### src/rtl/fs_ser_tx_pkg.sv
package fs_ser_tx_pkg;
  localparam int unsigned WORD_W = 16;
  localparam int unsigned CNT_W  = $clog2(WORD_W + 1);

  // word length in bits for a 2-bit length code
  function automatic logic [CNT_W-1:0] wl_bits(input logic [1:0] sel);
    case (sel)
      2'd0:    wl_bits = CNT_W'(8);
      2'd1:    wl_bits = CNT_W'(10);
      2'd2:    wl_bits = CNT_W'(12);
      default: wl_bits = CNT_W'(16);
    endcase
  endfunction

  // move the low n bits of a word to the top so the MSB leaves first
  function automatic logic [WORD_W-1:0] msb_align(input logic [WORD_W-1:0] w,
                                                  input logic [CNT_W-1:0] n);
    msb_align = w << (WORD_W - n);
  endfunction
endpackage

### src/rtl/fs_tx_fifo.sv
module fs_tx_fifo #(
  parameter int unsigned DW    = 16,
  parameter int unsigned DEPTH = 8
) (
  input  logic          clk,
  input  logic          rst_n,
  input  logic          push,
  input  logic          pop,
  input  logic [DW-1:0] din,
  output logic [DW-1:0] dout,
  output logic          empty,
  output logic          full,
  output logic          drop
);
  localparam int unsigned AW = $clog2(DEPTH);

  logic [DW-1:0] mem [DEPTH];
  logic [AW-1:0] wp, rp;
  logic [AW:0]   count;
  logic          do_push, do_pop;

  assign empty   = (count == '0);
  assign full    = (count == (AW+1)'(DEPTH));
  assign do_push = push & ~full;
  assign do_pop  = pop & ~empty;
  assign drop    = push & full;
  assign dout    = mem[rp];

  always_ff @(posedge clk) begin
    if (!rst_n) begin
      wp    <= '0;
      rp    <= '0;
      count <= '0;
    end else begin
      if (do_push) wp <= (wp == AW'(DEPTH-1)) ? '0 : wp + 1'b1;
      if (do_pop)  rp <= (rp == AW'(DEPTH-1)) ? '0 : rp + 1'b1;
      count <= count + (AW+1)'(do_push) - (AW+1)'(do_pop);
    end
  end

  always_ff @(posedge clk) begin
    if (do_push) mem[wp] <= din;
  end

  p_no_overflow_r7: assert property (@(posedge clk) disable iff (!rst_n)
    (push && full && !pop) |=> full);
  p_count_bound_r6: assert property (@(posedge clk) disable iff (!rst_n)
    count <= (AW+1)'(DEPTH));
endmodule

### src/rtl/fs_tx_shifter.sv
module fs_tx_shifter
  import fs_ser_tx_pkg::*;
(
  input  logic              clk,
  input  logic              rst_n,
  input  logic              bit_stb,
  input  logic              fsync,
  input  logic              tx_en,
  input  logic [1:0]        wl_sel,
  input  logic [WORD_W-1:0] load_word,
  output logic              start,
  output logic              sdo,
  output logic              sdo_oe
);
  logic [WORD_W-1:0] shreg;
  logic [CNT_W-1:0]  left;
  logic              frame_edge, shift_evt;

  assign frame_edge = bit_stb & fsync;
  assign start      = frame_edge & tx_en;
  assign shift_evt  = bit_stb & ~fsync & (left != '0);
  assign sdo        = shreg[WORD_W-1];
  assign sdo_oe     = (left != '0);

  always_ff @(posedge clk) begin
    if (!rst_n) begin
      shreg <= '0;
      left  <= '0;
    end else if (start) begin
      shreg <= msb_align(load_word, wl_bits(wl_sel));
      left  <= wl_bits(wl_sel);
    end else if (frame_edge) begin
      left  <= '0;
    end else if (shift_evt) begin
      shreg <= {shreg[WORD_W-2:0], 1'b0};
      left  <= left - 1'b1;
    end
  end

  p_oe_needs_frame_r4: assert property (@(posedge clk) disable iff (!rst_n)
    $rose(sdo_oe) |-> $past(start));
  p_quiet_when_off_r4: assert property (@(posedge clk) disable iff (!rst_n)
    (frame_edge && !tx_en) |=> !sdo_oe);
  p_last_bit_r3: assert property (@(posedge clk) disable iff (!rst_n)
    (shift_evt && left == CNT_W'(1)) |=> !sdo_oe);
  p_hold_bit_r2: assert property (@(posedge clk) disable iff (!rst_n)
    (!bit_stb) |=> $stable(sdo));
endmodule

### src/rtl/fs_ser_tx.sv
module fs_ser_tx
  import fs_ser_tx_pkg::*;
#(
  parameter int unsigned FIFO_DEPTH = 8
) (
  input  logic              clk,
  input  logic              rst_n,
  input  logic              tx_en,
  input  logic              fifo_en,
  input  logic [1:0]        wl_sel,
  input  logic              tx_irq_en,
  input  logic              bit_stb,
  input  logic              fsync,
  input  logic              wr_en,
  input  logic [WORD_W-1:0] wr_data,
  input  logic              clr_urun,
  output logic              sdo,
  output logic              sdo_oe,
  output logic              hold_empty,
  output logic              fifo_empty,
  output logic              fifo_full,
  output logic              ovf,
  output logic              urun,
  output logic              irq
);
  logic [WORD_W-1:0] hold_q, last_q, fifo_dout, src_word, load_word;
  logic              start, avail, push, pop, drop;

  assign push      = wr_en & fifo_en;
  assign pop       = start & fifo_en & ~fifo_empty;
  assign avail     = fifo_en ? ~fifo_empty : ~hold_empty;
  assign src_word  = fifo_en ? fifo_dout : hold_q;
  assign load_word = avail ? src_word : last_q;
  assign irq       = tx_irq_en & (fifo_en ? fifo_empty : hold_empty);

  fs_tx_fifo #(.DW(WORD_W), .DEPTH(FIFO_DEPTH)) u_fifo (
    .clk(clk), .rst_n(rst_n), .push(push), .pop(pop), .din(wr_data),
    .dout(fifo_dout), .empty(fifo_empty), .full(fifo_full), .drop(drop)
  );

  fs_tx_shifter u_shift (
    .clk(clk), .rst_n(rst_n), .bit_stb(bit_stb), .fsync(fsync), .tx_en(tx_en),
    .wl_sel(wl_sel), .load_word(load_word), .start(start), .sdo(sdo),
    .sdo_oe(sdo_oe)
  );

  always_ff @(posedge clk) begin
    if (!rst_n) begin
      hold_q     <= '0;
      hold_empty <= 1'b1;
      last_q     <= '0;
      urun       <= 1'b0;
      ovf        <= 1'b0;
    end else begin
      if (wr_en && !fifo_en) begin
        hold_q     <= wr_data;
        hold_empty <= 1'b0;
      end else if (start && !fifo_en) begin
        hold_empty <= 1'b1;
      end
      if (start) last_q <= load_word;
      if (start && !avail) urun <= 1'b1;
      else if (clr_urun)   urun <= 1'b0;
      if (drop) ovf <= 1'b1;
    end
  end

  p_urun_set_r8: assert property (@(posedge clk) disable iff (!rst_n)
    (start && !avail) |=> urun);
  p_hold_fill_r5: assert property (@(posedge clk) disable iff (!rst_n)
    (wr_en && !fifo_en) |=> !hold_empty);
  p_ovf_sticky_r7: assert property (@(posedge clk) disable iff (!rst_n)
    ovf |=> ovf);
  p_irq_gate_r9: assert property (@(posedge clk) disable iff (!rst_n)
    irq |-> tx_irq_en);
endmodule

### config.mk
export PLATFORM = sky130hd
export DESIGN_NAME = fs_ser_tx
export DESIGN_NICKNAME = d
export VERILOG_FILES = /design/src/rtl/fs_ser_tx_pkg.sv /design/src/rtl/fs_tx_fifo.sv /design/src/rtl/fs_tx_shifter.sv /design/src/rtl/fs_ser_tx.sv
export SDC_FILE = /design/constraint.sdc
export NUM_CORES = 1
export LEC_CHECK = 0
export BUFFER_PORTS_ARGS = -buffer_cell sky130_fd_sc_hd__buf_2
export CAP_MARGIN = 30
export CORE_ASPECT_RATIO = 0.5
export CORE_MARGIN = 1
export CORE_UTILIZATION = 59
export CTS_CLUSTER_DIAMETER = 30
export DETAILED_ROUTE_END_ITERATION = 10
export PLACE_DENSITY = 0.77
export SLEW_MARGIN = 15
export SYNTH_ARGS = -nofsm -noshare
export SYNTH_HDL_FRONTEND = slang
export SYNTH_HIERARCHICAL = 1
export SYNTH_SLANG_ARGS = --single-unit
### constraint.sdc
create_clock -name clk -period 4.4 [get_ports clk]
set_input_delay 0.22 -clock clk [delete_from_list [all_inputs] [get_ports clk]]
set_output_delay 0.22 -clock clk [all_outputs]
set_load 0.03 [all_outputs]
==> results <==
- The post-cts repair resize count is 0.
- The longest individual stage delay on the worst path is 570 ps.
- The sum of routed wire length over all layers is 19500 um.
- The cell internal power dissipation is 3060 uW.
- The clock passes through at most 2 buffers.
- For the worst setup path, the data required time is 4770 ps.
- The largest net degree at the start of global routing is 75.
- At the end of routability-driven placement, the weighted congestion stood at 0.848.
- The signal on the critical path passes through inv_1 -> ha_1 -> nor3b_1 -> nand2b_1 -> o22ai_1 -> nor2_1 -> mux2i_1 -> mux4_2 -> o21ai_1 -> o21a_1.
- The synthesized design contains 197 register bits.
- The relative contribution of sequential cells to total power is 0.486.
- Counting flops with an async set or reset pin after synthesis yields a share of 0.
- The clock share of power is 0.362.
- The die is 176 um wide.
- The kind of start point of the critical path is a register.
- The library cell contributing the largest single delay on the critical path is nand2b_1.
- In the synthesized netlist, the number of instances is 658.
- Pin placement for this block handled 35 I/O pins.
- The number of pins with negative max-slew slack in the final report is 0.
- The routed layout has 5591 vias.
- The measured slew at the worst slew-check pin is 938 ps.
- The worst path in the final design needs a cycle of 3030 ps, including I/O delays and setup.
- The die area is 15600 um2.
- The class of the most critical hold timing path is in2reg.
- Global routing finished with a remaining overflow of 0.
- The number of antenna violations at the first check in global routing was 0.
- The global router's overall resource usage is 0.251.
- In this run the remaining antenna-violating nets after routing total 0.
- Headroom to the max-slew limit came out at 0.374.
- Setup violations remaining at the end of the flow were counted as 0.
- In this run the vertical extent of the chip is 88.8 um.
- The number of antenna diodes in the final layout is 0.
- The power density of the placed cells is 437 nW/um2.
- Derived from the worst setup path, the maximum achievable clock frequency is 0.330 GHz.
- The share of the core filled with cells in the final layout is 0.673.
- The detail-routed via count per cell is 6.27.
- The H-tree generated during clock tree synthesis spans 4 levels.
- The number of buffer and inverter stages on the critical path is 1.
- The power spent charging and discharging nets is 1220 uW.
- The worst-case IR drop observed on VDD is 0.000287 V.
- The DRC violations left is 0.
- The worst endpoint data arrival time is 3410 ps.
- The number of buffers inserted during clock tree synthesis is 17.
- The floorplan has 31 rows.
- The final net count is 725.
- The share of the yosys chip area belonging to registers is 0.588.
- The number of nets in the synthesized netlist is 702.
- The total half-perimeter wirelength after legalization and detailed placement is 11300 um.
- The number of different library cells used by synthesis comes to 57.
- The synthesized netlist occupies a cell area of 8890 um2.
- The number of clock sinks seen by CTS is 197.
- In this run, the number of DRC markers left after iteration 0 of detailed routing was 498.
- The average routed wire per standard cell is 21.8 um.
- After synthesis, the mean cell area works out to 13.5 um2.
- The first-pass GRT wire length is 28700 um.
- The total of buffers placed on input and output ports is 34.
- Setup repair after global routing left no endpoint under its margin.
- The CTS root buffer is clkbuf_16.
- The layout overhead on the synthesized area is 10.4%.
- The number of maximum-capacitance constraint violations is 0.
- The fraction of layout cells with a size suffix above 1 is 0.192.
- Hold repair after CTS inserted 0 buffers.
- For this run, the number of Yosys warnings is 6.
- The number of synthesized flops with an enable pin is 128.
- The cell type group with the largest total delay on the critical path is simple AND/OR/NAND/NOR gates.
- The critical path is of the reg2reg type.
- The number of hold-slack violations in the final timing report is 0.
- The element type at the critical path end is a register.
- TritonCTS built the clock tree.
- For this design the static power due to leakage is 0.00341 uW.
- The share of total power in combinational logic is 0.152.
- The placeable core region is 14600 um2.
- The initial core utilization is 0.609.
- The sum of negative setup slack is 0 ps.
- Clock latency on the worst-skew pair, taken at its later pin, is 430 ps.
- The first-pass iteration count of the detailed router is 6.
- The part of the cycle the worst path needs is 0.689.
- Among all flip-flop cells after synthesis, the most frequent one is edfxtp_1.
- The number of global-route vias before repair is 5129.
- Clock-pin slew was measured on the worst setup and hold paths at 80 ps.
- The post-layout instance area is 9810 um2.
- Of the total power, the share spent switching nets is 0.286.
- Along the worst path, the maximum fanout reaches 16.
- The placed instances occupy a cell area of 9180 um2.
- The worst setup skew after layout is 10.7 ps.
- Buffers added to address setup during post-CTS repair amount to 0.
- The flow ran to the end, and the final reports show no timing, DRC or antenna violations.
==> Yosys cell counts (11+ instances only) <==
master	instances	area, um2
edfxtp_1	128	3840
dfxtp_1	69	1380
nor2_1	61	229
nand2_1	50	188
mux2i_1	26	260
mux4_1	25	657
a21oi_1	22	110
o22ai_1	21	131
clkbuf_1	18	67.6
inv_1	18	67.6
mux2_2	18	203
buf_2	16	80.1
ha_1	16	200
a21boi_0	15	113
o21ai_1	15	75.1
nand2b_1	12	75.1
nor3_1	11	55.1
==> state kept, by name, indices dropped and copies added, names as in the netlist, named ones only <==
name / flops
u_fifo/count: 4
u_fifo/mem: 128
u_shift/shreg: 16
u_fifo/rp: 3
hold_q: 16
last_q: 16
u_shift/left: 5
urun: 1
u_fifo/wp: 3
hold_empty: 1
ovf: 1
==> worst paths after layout <==
check | startpoint | endpoint | slack [ps] | depth (start not counted)
max reg2reg | u_fifo/count[2] | u_shift/shreg[13] | 1370 | 10
min reg2reg | u_shift/shreg[12] | u_shift/shreg[12] | 470 | 1
max | u_fifo/count[2] | u_shift/shreg[13] | 1370 | 10
min | wr_data[7] | u_fifo/mem[4][7] | 90 | 1
==> worst reg2reg max path, delay by kind of cell (launching register included) <==
family	cells	cell delay [ps]
simple gates	3	1310
fa+ha+maj	1	150
mux	2	690
flops	1	300
compound gates	3	440
buf+inv	1	90
==> cells in the final DEF, fill, tap and decap left out, types with 9 or more instances in the layout <==
master,Yosys,final
clkbuf_16,0,17
mux2i_1,26,26
buf_4,2,15
a21boi_0,15,15
mux4_1,25,25
nor2_1,61,61
nand2_1,50,50
a21oi_1,22,22
nand3_1,9,9
o22ai_1,21,21
ha_1,16,16
dfxtp_1,69,68
mux2_2,18,18
o221ai_2,10,10
nand2b_1,12,12
mux4_2,10,10
o21ai_1,15,15
buf_2,16,34
edfxtp_1,128,128
inv_1,18,18
==> routing by layer <==
metal  track usage  routed length (um)
met1         0.349                8630
met2         0.412                9310
met3        0.0524                1280
met4        0.0632                 228
met5             0                   0
==> power by group through the flow <==
stage          logic [uW]  clock network (uW)  registers (uW)
3_5_place_dp          635                   0            2120
6_report              652                1550            2080
2_1_floorplan         474                   0            2120
4_1_cts               643                1570            2080
5_1_grt               713                1640            2090
3_3_place_gp          622                   0            2120
==> cell type report <==
class / instances / area [um2]
Clock buffer: 17 / 425
Clock inverter: 14 / 175
Fill cell: 1010 / 4770
Inverter: 19 / 71.3
Multi-Input combinational cell: 396 / 3350
Sequential cell: 197 / 5230
Tap cell: 198 / 248
Timing Repair Buffer: 50 / 310
==> per-stage QoR <==
stage	std cells	power [uW]	hold WS [ps]	setup slack, ps
6_report	891	4280	86.7	1370
5_1_grt	891	4440	76.7	1100
4_1_cts	890	4300	63.9	1280
3_5_place_dp	859	2760	453	1330
3_3_place_gp	859	2740	444	1400
2_1_floorplan	658	2590	319	716
==> cell families (layout without fill, tap and decap cells) <==
kind of cell,after synthesis,count (layout),synth area share
AOI/OAI and AO/OA,126,126,0.102
buffers and inverters,65,100,0.0377
and+or+nand+nor,169,169,0.0908
DFF,197,197,0.588
adders and majority gates,17,17,0.0248
muxes,80,80,0.153
xor gates and xnor gates,4,4,0.00394
Note: power is estimated with default switching activity, not from simulation.
